===== src/rtl/mx_pkg.sv =====
package mx_pkg;

  // Signed radix-4 digit after Booth recoding of three multiplier bits
  typedef enum logic [2:0] {DG_ZERO, DG_POS1, DG_POS2, DG_NEG1, DG_NEG2} bdigit_e;

  typedef enum logic [1:0] {PP_IDLE, PP_RUN, PP_DRAIN, PP_FIX} pipe_st_e;

  typedef enum logic [2:0] {XS_IDLE, XS_WCONV, XS_ISTEP, XS_WSTEP, XS_IFIN, XS_WFIN} exp_st_e;

  // {b(2i+1), b(2i), b(2i-1)} -> -2*b(2i+1) + b(2i) + b(2i-1)
  function automatic bdigit_e booth_decode(input logic [2:0] g);
    case (g)
      3'b001, 3'b010: return DG_POS1;
      3'b011:         return DG_POS2;
      3'b100:         return DG_NEG2;
      3'b101, 3'b110: return DG_NEG1;
      default:        return DG_ZERO;
    endcase
  endfunction

  // -N^-1 mod 4 for odd N: 3 when N mod 4 is 1, 1 when N mod 4 is 3
  function automatic logic [1:0] neg_inv4(input logic [1:0] n_lo);
    return n_lo[1] ? 2'd1 : 2'd3;
  endfunction

endpackage


===== src/rtl/mx_booth_pp.sv =====
module mx_booth_pp import mx_pkg::*; #(
  parameter int W  = 16,
  parameter int TW = W + 4
) (
  input  logic [2:0]           grp,
  input  logic [W-1:0]         a,
  output logic signed [TW-1:0] pp
);

  bdigit_e              dig;
  logic signed [TW-1:0] ax;

  always_comb begin
    dig = booth_decode(grp);
    ax  = $signed({{(TW-W){1'b0}}, a});
    case (dig)
      DG_POS1: pp = ax;
      DG_POS2: pp = ax <<< 1;
      DG_NEG1: pp = -ax;
      DG_NEG2: pp = -(ax <<< 1);
      default: pp = '0;
    endcase
  end

endmodule


===== src/rtl/mx_mont_reduce.sv =====
module mx_mont_reduce import mx_pkg::*; #(
  parameter int W  = 16,
  parameter int TW = W + 4
) (
  input  logic signed [TW-1:0] u,
  input  logic [W-1:0]         n,
  output logic signed [TW-1:0] t
);

  logic [1:0]           q;
  logic signed [TW-1:0] nx;
  logic signed [TW-1:0] qn;
  logic signed [TW-1:0] sum;

  always_comb begin
    // quotient digit clears the two low bits of u + q*N
    q  = u[1:0] * neg_inv4(n[1:0]);
    nx = $signed({{(TW-W){1'b0}}, n});
    case (q)
      2'd1:    qn = nx;
      2'd2:    qn = nx <<< 1;
      2'd3:    qn = nx + (nx <<< 1);
      default: qn = '0;
    endcase
    sum = u + qn;
    t   = sum >>> 2;
  end

endmodule


===== src/rtl/mx_mont_pipe.sv =====
module mx_mont_pipe import mx_pkg::*; #(
  parameter int W = 16
) (
  input  logic         clk,
  input  logic         rst_n,
  input  logic         ld,
  input  logic [1:0]   ld_act,
  input  logic [W-1:0] ld_a0,
  input  logic [W-1:0] ld_b0,
  input  logic [W-1:0] ld_a1,
  input  logic [W-1:0] ld_b1,
  input  logic [W-1:0] n,
  output logic [W-1:0] res0,
  output logic [W-1:0] res1,
  output logic         fin
);

  localparam int ND = W / 2 + 1;          // radix-4 digits per product
  localparam int BW = 2 * ND;             // zero-extended multiplier width
  localparam int TW = W + 4;              // signed accumulator width
  localparam int CW = $clog2(ND + 1);

  pipe_st_e             st_q, st_d;
  logic                 ph_q, ph_d;
  logic [CW-1:0]        cnt_q, cnt_d;
  logic signed [TW-1:0] t_q [2];
  logic signed [TW-1:0] t_d [2];
  logic [W-1:0]         a_q [2];
  logic [W-1:0]         a_d [2];
  logic [BW-1:0]        b_q [2];
  logic [BW-1:0]        b_d [2];
  logic [1:0]           pb_q, pb_d;
  logic [1:0]           act_q, act_d;
  logic signed [TW-1:0] u_q, u_d;
  logic                 uc_q, uc_d;
  logic                 uv_q, uv_d;
  logic                 fin_q, fin_d;
  logic signed [TW-1:0] pp [2];
  logic signed [TW-1:0] red_t;
  logic signed [TW-1:0] nn;

  assign nn = $signed({{(TW-W){1'b0}}, n});

  function automatic logic signed [TW-1:0] fold(input logic signed [TW-1:0] v,
                                                 input logic signed [TW-1:0] m);
    if (v < 0)       return v + m;
    else if (v >= m) return v - m;
    return v;
  endfunction

  // stage one: one Booth partial product per lane
  for (genvar k = 0; k < 2; k++) begin : g_lane
    mx_booth_pp #(.W(W), .TW(TW)) u_pp (
      .grp ({b_q[k][1:0], pb_q[k]}),
      .a   (a_q[k]),
      .pp  (pp[k])
    );
  end

  // stage two: quotient digit and divide by four
  mx_mont_reduce #(.W(W), .TW(TW)) u_red (
    .u (u_q),
    .n (n),
    .t (red_t)
  );

  always_comb begin
    st_d  = st_q;
    ph_d  = ph_q;
    cnt_d = cnt_q;
    pb_d  = pb_q;
    act_d = act_q;
    u_d   = u_q;
    uc_d  = uc_q;
    uv_d  = 1'b0;
    fin_d = 1'b0;
    for (int k = 0; k < 2; k++) begin
      t_d[k] = t_q[k];
      a_d[k] = a_q[k];
      b_d[k] = b_q[k];
    end
    if (uv_q) t_d[uc_q] = red_t;
    unique case (st_q)
      PP_IDLE: begin
        if (ld) begin
          st_d   = PP_RUN;
          ph_d   = 1'b0;
          cnt_d  = '0;
          act_d  = ld_act;
          a_d[0] = ld_a0;
          a_d[1] = ld_a1;
          b_d[0] = BW'(ld_b0);
          b_d[1] = BW'(ld_b1);
          pb_d   = '0;
          t_d[0] = '0;
          t_d[1] = '0;
        end
      end
      PP_RUN: begin
        if (act_q[ph_q]) begin
          u_d  = t_q[ph_q] + pp[ph_q];
          uc_d = ph_q;
          uv_d = 1'b1;
        end
        b_d[ph_q]  = b_q[ph_q] >> 2;
        pb_d[ph_q] = b_q[ph_q][1];
        ph_d       = ~ph_q;
        if (ph_q) begin
          if (cnt_q == CW'(ND - 1)) st_d = PP_DRAIN;
          else                      cnt_d = cnt_q + 1'b1;
        end
      end
      PP_DRAIN: st_d = PP_FIX;
      PP_FIX: begin
        t_d[0] = fold(t_q[0], nn);
        t_d[1] = fold(t_q[1], nn);
        fin_d  = 1'b1;
        st_d   = PP_IDLE;
      end
    endcase
  end

  always_ff @(posedge clk or negedge rst_n) begin
    if (!rst_n) begin
      st_q   <= PP_IDLE;
      ph_q   <= 1'b0;
      cnt_q  <= '0;
      pb_q   <= '0;
      act_q  <= '0;
      u_q    <= '0;
      uc_q   <= 1'b0;
      uv_q   <= 1'b0;
      fin_q  <= 1'b0;
      for (int k = 0; k < 2; k++) begin
        t_q[k] <= '0;
        a_q[k] <= '0;
        b_q[k] <= '0;
      end
    end else begin
      st_q   <= st_d;
      ph_q   <= ph_d;
      cnt_q  <= cnt_d;
      pb_q   <= pb_d;
      act_q  <= act_d;
      u_q    <= u_d;
      uc_q   <= uc_d;
      uv_q   <= uv_d;
      fin_q  <= fin_d;
      for (int k = 0; k < 2; k++) begin
        t_q[k] <= t_d[k];
        a_q[k] <= a_d[k];
        b_q[k] <= b_d[k];
      end
    end
  end

  assign res0 = t_q[0][W-1:0];
  assign res1 = t_q[1][W-1:0];
  assign fin  = fin_q;

endmodule


===== src/rtl/mx_modexp.sv =====
module mx_modexp import mx_pkg::*; #(
  parameter int W = 16
) (
  input  logic         clk,
  input  logic         rst_n,
  input  logic         start,
  input  logic [W-1:0] base,
  input  logic [W-1:0] expo,
  input  logic [W-1:0] modulus,
  input  logic [W-1:0] rsq,
  output logic         busy,
  output logic         done,
  output logic [W-1:0] result
);

  localparam int EC = $clog2(W + 1);

  logic [1:0]    rsync_q;
  logic          rst_s_n;
  exp_st_e       st_q, st_d;
  logic [W-1:0]  n_q, n_d;
  logic [W-1:0]  e_q, e_d;
  logic [W-1:0]  s_q, s_d;
  logic [W-1:0]  p_q, p_d;
  logic [W-1:0]  res_q, res_d;
  logic [EC-1:0] cnt_q, cnt_d;
  logic          done_q, done_d;
  logic          n_en, e_en, s_en, p_en, res_en, cnt_en;
  logic          ld;
  logic [1:0]    ld_act;
  logic [W-1:0]  la0, lb0, la1, lb1;
  logic [W-1:0]  res0, res1;
  logic          fin;

  // reset asserts at once, leaves in step with the clock
  always_ff @(posedge clk or negedge rst_n) begin
    if (!rst_n) rsync_q <= '0;
    else        rsync_q <= {rsync_q[0], 1'b1};
  end
  assign rst_s_n = rsync_q[1];

  mx_mont_pipe #(.W(W)) u_pipe (
    .clk    (clk),
    .rst_n  (rst_s_n),
    .ld     (ld),
    .ld_act (ld_act),
    .ld_a0  (la0),
    .ld_b0  (lb0),
    .ld_a1  (la1),
    .ld_b1  (lb1),
    .n      (n_q),
    .res0   (res0),
    .res1   (res1),
    .fin    (fin)
  );

  always_comb begin
    st_d   = st_q;
    n_d    = modulus;
    e_d    = expo;
    s_d    = res0;
    p_d    = res1;
    res_d  = res1;
    cnt_d  = '0;
    done_d = 1'b0;
    n_en   = 1'b0;
    e_en   = 1'b0;
    s_en   = 1'b0;
    p_en   = 1'b0;
    res_en = 1'b0;
    cnt_en = 1'b0;
    ld     = 1'b0;
    ld_act = 2'b00;
    la0    = '0;
    lb0    = '0;
    la1    = '0;
    lb1    = '0;
    unique case (st_q)
      XS_IDLE: begin
        if (start) begin
          // lane 0: base into domain, lane 1: image of one
          ld     = 1'b1;
          ld_act = 2'b11;
          la0    = base;
          lb0    = rsq;
          la1    = W'(1);
          lb1    = rsq;
          n_en   = 1'b1;
          e_en   = 1'b1;
          cnt_en = 1'b1;
          st_d   = XS_WCONV;
        end
      end
      XS_WCONV: begin
        if (fin) begin
          s_en = 1'b1;
          p_en = 1'b1;
          st_d = XS_ISTEP;
        end
      end
      XS_ISTEP: begin
        // lane 0 squares, lane 1 multiplies only for a set exponent bit
        ld     = 1'b1;
        ld_act = {e_q[0], 1'b1};
        la0    = s_q;
        lb0    = s_q;
        la1    = p_q;
        lb1    = s_q;
        st_d   = XS_WSTEP;
      end
      XS_WSTEP: begin
        if (fin) begin
          s_en   = 1'b1;
          p_en   = e_q[0];
          e_d    = e_q >> 1;
          e_en   = 1'b1;
          cnt_d  = cnt_q + 1'b1;
          cnt_en = 1'b1;
          st_d   = (cnt_q == EC'(W - 1)) ? XS_IFIN : XS_ISTEP;
        end
      end
      XS_IFIN: begin
        ld     = 1'b1;
        ld_act = 2'b10;
        la1    = p_q;
        lb1    = W'(1);
        st_d   = XS_WFIN;
      end
      XS_WFIN: begin
        if (fin) begin
          res_en = 1'b1;
          done_d = 1'b1;
          st_d   = XS_IDLE;
        end
      end
      default: st_d = XS_IDLE;
    endcase
  end

  always_ff @(posedge clk or negedge rst_s_n) begin
    if (!rst_s_n) begin
      st_q   <= XS_IDLE;
      n_q    <= '0;
      e_q    <= '0;
      s_q    <= '0;
      p_q    <= '0;
      res_q  <= '0;
      cnt_q  <= '0;
      done_q <= 1'b0;
    end else begin
      st_q   <= st_d;
      done_q <= done_d;
      if (n_en)   n_q   <= n_d;
      if (e_en)   e_q   <= e_d;
      if (s_en)   s_q   <= s_d;
      if (p_en)   p_q   <= p_d;
      if (res_en) res_q <= res_d;
      if (cnt_en) cnt_q <= cnt_d;
    end
  end

  assign busy   = (st_q != XS_IDLE);
  assign done   = done_q;
  assign result = res_q;

endmodule


===== config.mk =====
export PLATFORM = sky130hd
export DESIGN_NAME = mx_modexp
export DESIGN_NICKNAME = d
export VERILOG_FILES = /design/src/rtl/mx_pkg.sv /design/src/rtl/mx_booth_pp.sv /design/src/rtl/mx_mont_reduce.sv /design/src/rtl/mx_mont_pipe.sv /design/src/rtl/mx_modexp.sv
export SDC_FILE = /design/constraint.sdc
export NUM_CORES = 1
export LEC_CHECK = 0
export ABC_AREA = 1
export ABC_CLOCK_PERIOD_IN_PS = 18300
export BUFFER_PORTS_ARGS = -buffer_cell sky130_fd_sc_hd__buf_2
export CAP_MARGIN = 20
export CELL_PAD_IN_SITES_DETAIL_PLACEMENT = 1
export CELL_PAD_IN_SITES_GLOBAL_PLACEMENT = 1
export CORE_AREA = 2 2 282 284
export DETAILED_ROUTE_END_ITERATION = 10
export DIE_AREA = 0 0 284 286
export GPL_ROUTABILITY_DRIVEN = 0
export HOLD_SLACK_MARGIN = 0.1
export PLACE_DENSITY = 0.6
export SETUP_SLACK_MARGIN = 0.1
export SLEW_MARGIN = 10
export SYNTH_ARGS = -nofsm -noshare
export SYNTH_HDL_FRONTEND = slang
export SYNTH_SLANG_ARGS = --single-unit

===== constraint.sdc =====
create_clock -name clk -period 18.3 [get_ports clk]
set_clock_uncertainty 0.1 [all_clocks]
set_input_delay 0.915 -clock clk [delete_from_list [all_inputs] [get_ports clk]]
set_output_delay 0.915 -clock clk [all_outputs]
set_load 0.005 [all_outputs]

==> impl_metrics.json <==
{
  "fin_tns_setup_ps": 0,
  "grt_antenna_before_repair": 4,
  "via_count_of_the_first_global_routing_pass": 20762,
  "p_per_area_nw_per_um2": 205,
  "ir_drop_uv": 98.9,
  "hold_slack_ps": 252,
  "syn_avg_cell_area_sq_um": 6.47,
  "r2r-end": "u_pipe.res0[14]",
  "postRouteAntennaNets": 0,
  "timing.hold.worst_endpoint": "rsync_q[1]",
  "crit_slowest_cell": "sky130_fd_sc_hd__dfrtp_1",
  "leakage_uw": 0.0106,
  "first_iter_violations": 1444,
  "p_total_uw": 4490,
  "synth_cell_types": 56,
  "drt_pass1_iterations": 5,
  "fillCellCount": 10061,
  "syn_nets": 3203,
  "timing.final.max_slew_violations": 0,
  "rr_worst_depth": 23,
  "std_cell_rows": 103,
  "yosys_warnings": 0,
  "gr-usage-all-layers_pct": 20.4,
  "timing.hold.worst.start": "rsync_q[0]",
  "totalWireLength_um": 84300,
  "async_reset_ff_share_pct": 100,
  "dp_hpwl_um": 67200,
  "routedWlPerCell_um": 20.5,
  "ys_dominant_reg_cell": "sky130_fd_sc_hd__dfrtp_1",
  "cts.sinks": 229,
  "port_buffers": 84,
  "h_tree_depth": 1,
  "timing.setup.critical_path_class": "reg -> reg",
  "whs_path_depth": 0,
  "path_cells": "inv_1, fa_1, inv_1, nand3_1, nand2_1, a21boi_0, o21ai_0, inv_1, nor2_1, o21ai_0, nand3_1, nand3_1, ha_1, a21oi_1, o21ai_0, a21oi_1, nand2_1, nand2_1, nand3_1, nand2_1, nand2_1, nor2_1, nor2_1",
  "worst_setup_path_start_kind": "flop",
  "timing.critical_path.to_type": "flop",
  "synth-edff-count": 0,
  "ys_seq_area_share_pct": 29.5,
  "placeableCoreArea_sq_um": 78400,
  "initial_utilization_pct": 24.8,
  "final_cell_area_sq_um": 21900,
  "io_pins": 85,
  "cts.path.max_buffers": 3,
  "min_path_type": "reg -> reg",
  "grt_pass1_wl_um": 129000,
  "yosys-top-cells-area": "sky130_fd_sc_hd__dfrtp_1, sky130_fd_sc_hd__nand2_1, sky130_fd_sc_hd__ha_1",
  "drt-vias-per-instance": 4.92,
  "pin_count_of_the_biggest_net_entering_global_routing": 69,
  "synth_top_area_cell": "sky130_fd_sc_hd__dfrtp_1",
  "die_w_um": 284,
  "drcViolationCount": 0,
  "tritoncts_clock_tree": "built",
  "crit_required_ps": 18670,
  "nNetsFinal": 3246,
  "die-area_sq_um": 81200,
  "number_of_buffers_created_by_cts": 30,
  "period_needed_ps": 4300,
  "timing.final.setup_violations": 0,
  "ff2ff_setup_slack_ps": 14000,
  "synth-seq-cells": 229,
  "synth_largest_type_area_fraction_pct": 29.5,
  "cts.root.buffer_cell": "sky130_fd_sc_hd__clkbuf_16",
  "multi_input_comb_area_sq_um": 11700,
  "place_area_sq_um": 20900,
  "post-route-util_pct": 28.0,
  "worst_ep_arrival_time_ps": 4670,
  "die_height_um": 286,
  "cp.buffers_inverters": 3,
  "cap_violations": 0,
  "slew-limit-headroom_pct": 38.8,
  "fmaxAchievable_mhz": 233,
  "post_cts_setup_buffers": 0,
  "hold_violation_total_from_the_final_report": 0,
  "outcome": "finished, final reports clean",
  "sequential_cell_area_sq_um": 5730,
  "grt_overflow": 0,
  "crit_fanout": 9,
  "cpMostUsedCell": "sky130_fd_sc_hd__nand2_1",
  "worst_path_dominant_cell_family": "compound AO/OA/AOI/OAI gates",
  "rr_startpoint": "n_q[1]",
  "cpPeakStageDelay_ps": 530,
  "insertion_delay_ps": 610,
  "setup_repair_after_global_routing_missed_its_margin": "no",
  "synth_cells": 3003,
  "worst-slew-pin-transition_ps": 919,
  "clkTransAtPathRegs_ps": 60,
  "synth.cell_area_sq_um": 19400,
  "layout-area-overhead-vs-synth_pct": 12.9,
  "min_period_over_period_pct": 23.5,
  "worst-path-stages": 23,
  "drive_gt1_share_pct": 7.24,
  "detailroute.via_count": 20260
}
-- what timing repair did --
| item | CTS | global route |
|---|---|---|
| hold buffers | 1 | 0 |
| resized for setup | 0 | 0 |
| hold endpoints to repair | 2 | 0 |
-- layer usage --
metal	vias up	part of all wire [%]	track usage, %
li1	9941	-	-
met1	9818	47	27.8
met2	405	46	34.8
met3	94	4.2	2.08
met4	2	2.3	4.88
met5	-	0.015	0
-- registers in the layout (all words and copies together) (netlist names) --
register,flops
cnt_q,5
done,1
e_q,16
n_q,16
p_q,16
result,16
rsync_q,2
s_q,16
st_q,3
u_pipe.a_q,32
u_pipe.act_q,2
u_pipe.b_q,32
u_pipe.cnt_q,4
u_pipe.fin,1
u_pipe.pb_q,2
u_pipe.ph_q,1
u_pipe.res0,16
u_pipe.res1,16
u_pipe.st_q,2
u_pipe.t_q,8
u_pipe.u_q,20
u_pipe.uc_q,1
u_pipe.uv_q,1
-- where the power goes --
part / switching (uW) / internal (uW)
Sequential: 238 / 704
Clock: 256 / 358
Combinational: 2070 / 864
-- stage by stage --
step,std cells,worst slack (ps)
after floorplan,3003,11350
after global placement,4061,14130
after detailed placement,4062,14020
after CTS,4117,13990
after global routing,4118,13290
final,4119,14000
-- how the worst max path moves through the flow --
stage,start,endpoint
finish,n_q[1],u_pipe.res0[14]
global route,n_q[1],u_pipe.t_q[18]
CTS,n_q[1],u_pipe.t_q[18]
detailed placement,n_q[1],u_pipe.t_q[17]
global placement,n_q[1],u_pipe.t_q[18]
floorplan,rsync_q[1],cnt_q[0]
-- worst reg2reg max path: cells and delay by family (launching register included) --
family,cells,cell delay (ps)
DFF,1,530
and+or+nand+nor,12,1100
buffers and inverters,3,460
AOI/OAI and AO/OA,6,1130
adders and majority gates,2,850
-- logic make-up after synthesis --
logic type | Yosys count | synth area share, %
AND/OR/NAND/NOR | 1415 | 30.3
multiplexers | 1 | 0.0579
other | 1 | 0.0193
adder cells (fa/ha/maj) | 133 | 8.79
XOR/XNOR | 35 | 1.58
buffers and inverters | 502 | 10.2
AO/OA/AOI/OAI | 687 | 19.6
flip-flops | 229 | 29.5
-- synth_stat cells, types with 3 or more instances --
cell                       count
sky130_fd_sc_hd__nor2_2        5
sky130_fd_sc_hd__nand3_1     209
sky130_fd_sc_hd__clkinv_1      4
sky130_fd_sc_hd__a21o_1        7
sky130_fd_sc_hd__buf_1         6
sky130_fd_sc_hd__nand2_1     809
sky130_fd_sc_hd__o21a_1        4
sky130_fd_sc_hd__a31oi_1      18
sky130_fd_sc_hd__o21ai_0     317
sky130_fd_sc_hd__nand3b_1      6
sky130_fd_sc_hd__buf_2        31
sky130_fd_sc_hd__fa_1          6
sky130_fd_sc_hd__or2_2        16
sky130_fd_sc_hd__ha_1        127
sky130_fd_sc_hd__a21oi_2      17
sky130_fd_sc_hd__o221ai_1     11
sky130_fd_sc_hd__inv_2         9
sky130_fd_sc_hd__o31ai_1       4
sky130_fd_sc_hd__a211oi_1      3
sky130_fd_sc_hd__clkbuf_1     46
sky130_fd_sc_hd__nor4_1        4
sky130_fd_sc_hd__o21ai_1      25
sky130_fd_sc_hd__a21oi_1     179
sky130_fd_sc_hd__nor2_1      275
sky130_fd_sc_hd__nor3_1       36
sky130_fd_sc_hd__dfrtp_1     229
sky130_fd_sc_hd__xnor2_1      10
sky130_fd_sc_hd__nand4_1      37
sky130_fd_sc_hd__a221oi_1      4
sky130_fd_sc_hd__buf_4         7
sky130_fd_sc_hd__o22ai_1      61
sky130_fd_sc_hd__xor2_1       25
sky130_fd_sc_hd__buf_6         3
sky130_fd_sc_hd__and2_1        3
sky130_fd_sc_hd__inv_1       393
sky130_fd_sc_hd__nand2_4       3
sky130_fd_sc_hd__o211ai_1     13
sky130_fd_sc_hd__o21bai_1     16
-- placed cells by master (no fill, tap or decap), types with 36 or more instances in the layout --
cell                      instances
sky130_fd_sc_hd__nand3_1        209
sky130_fd_sc_hd__o21ai_0        317
sky130_fd_sc_hd__nor2_1         272
sky130_fd_sc_hd__buf_2           84
sky130_fd_sc_hd__ha_1           127
sky130_fd_sc_hd__nor3_1          36
sky130_fd_sc_hd__o22ai_1         61
sky130_fd_sc_hd__a21oi_1        179
sky130_fd_sc_hd__nand4_1         37
sky130_fd_sc_hd__inv_1          392
sky130_fd_sc_hd__dfrtp_1        228
sky130_fd_sc_hd__nand2_1        809
-- area by class of cell --
type | instances | area share [%]
inverters | 407 | 6.99
clock buffers | 40 | 3.91
well taps | 1050 | 5.99
clock inverters | 14 | 0.702
diodes | 1 | 0.0114
multi-input cells | 2272 | 53.5
repair buffers | 106 | 2.75
flip-flops and latches | 229 | 26.1
Note: power is estimated with default switching activity, not from simulation.
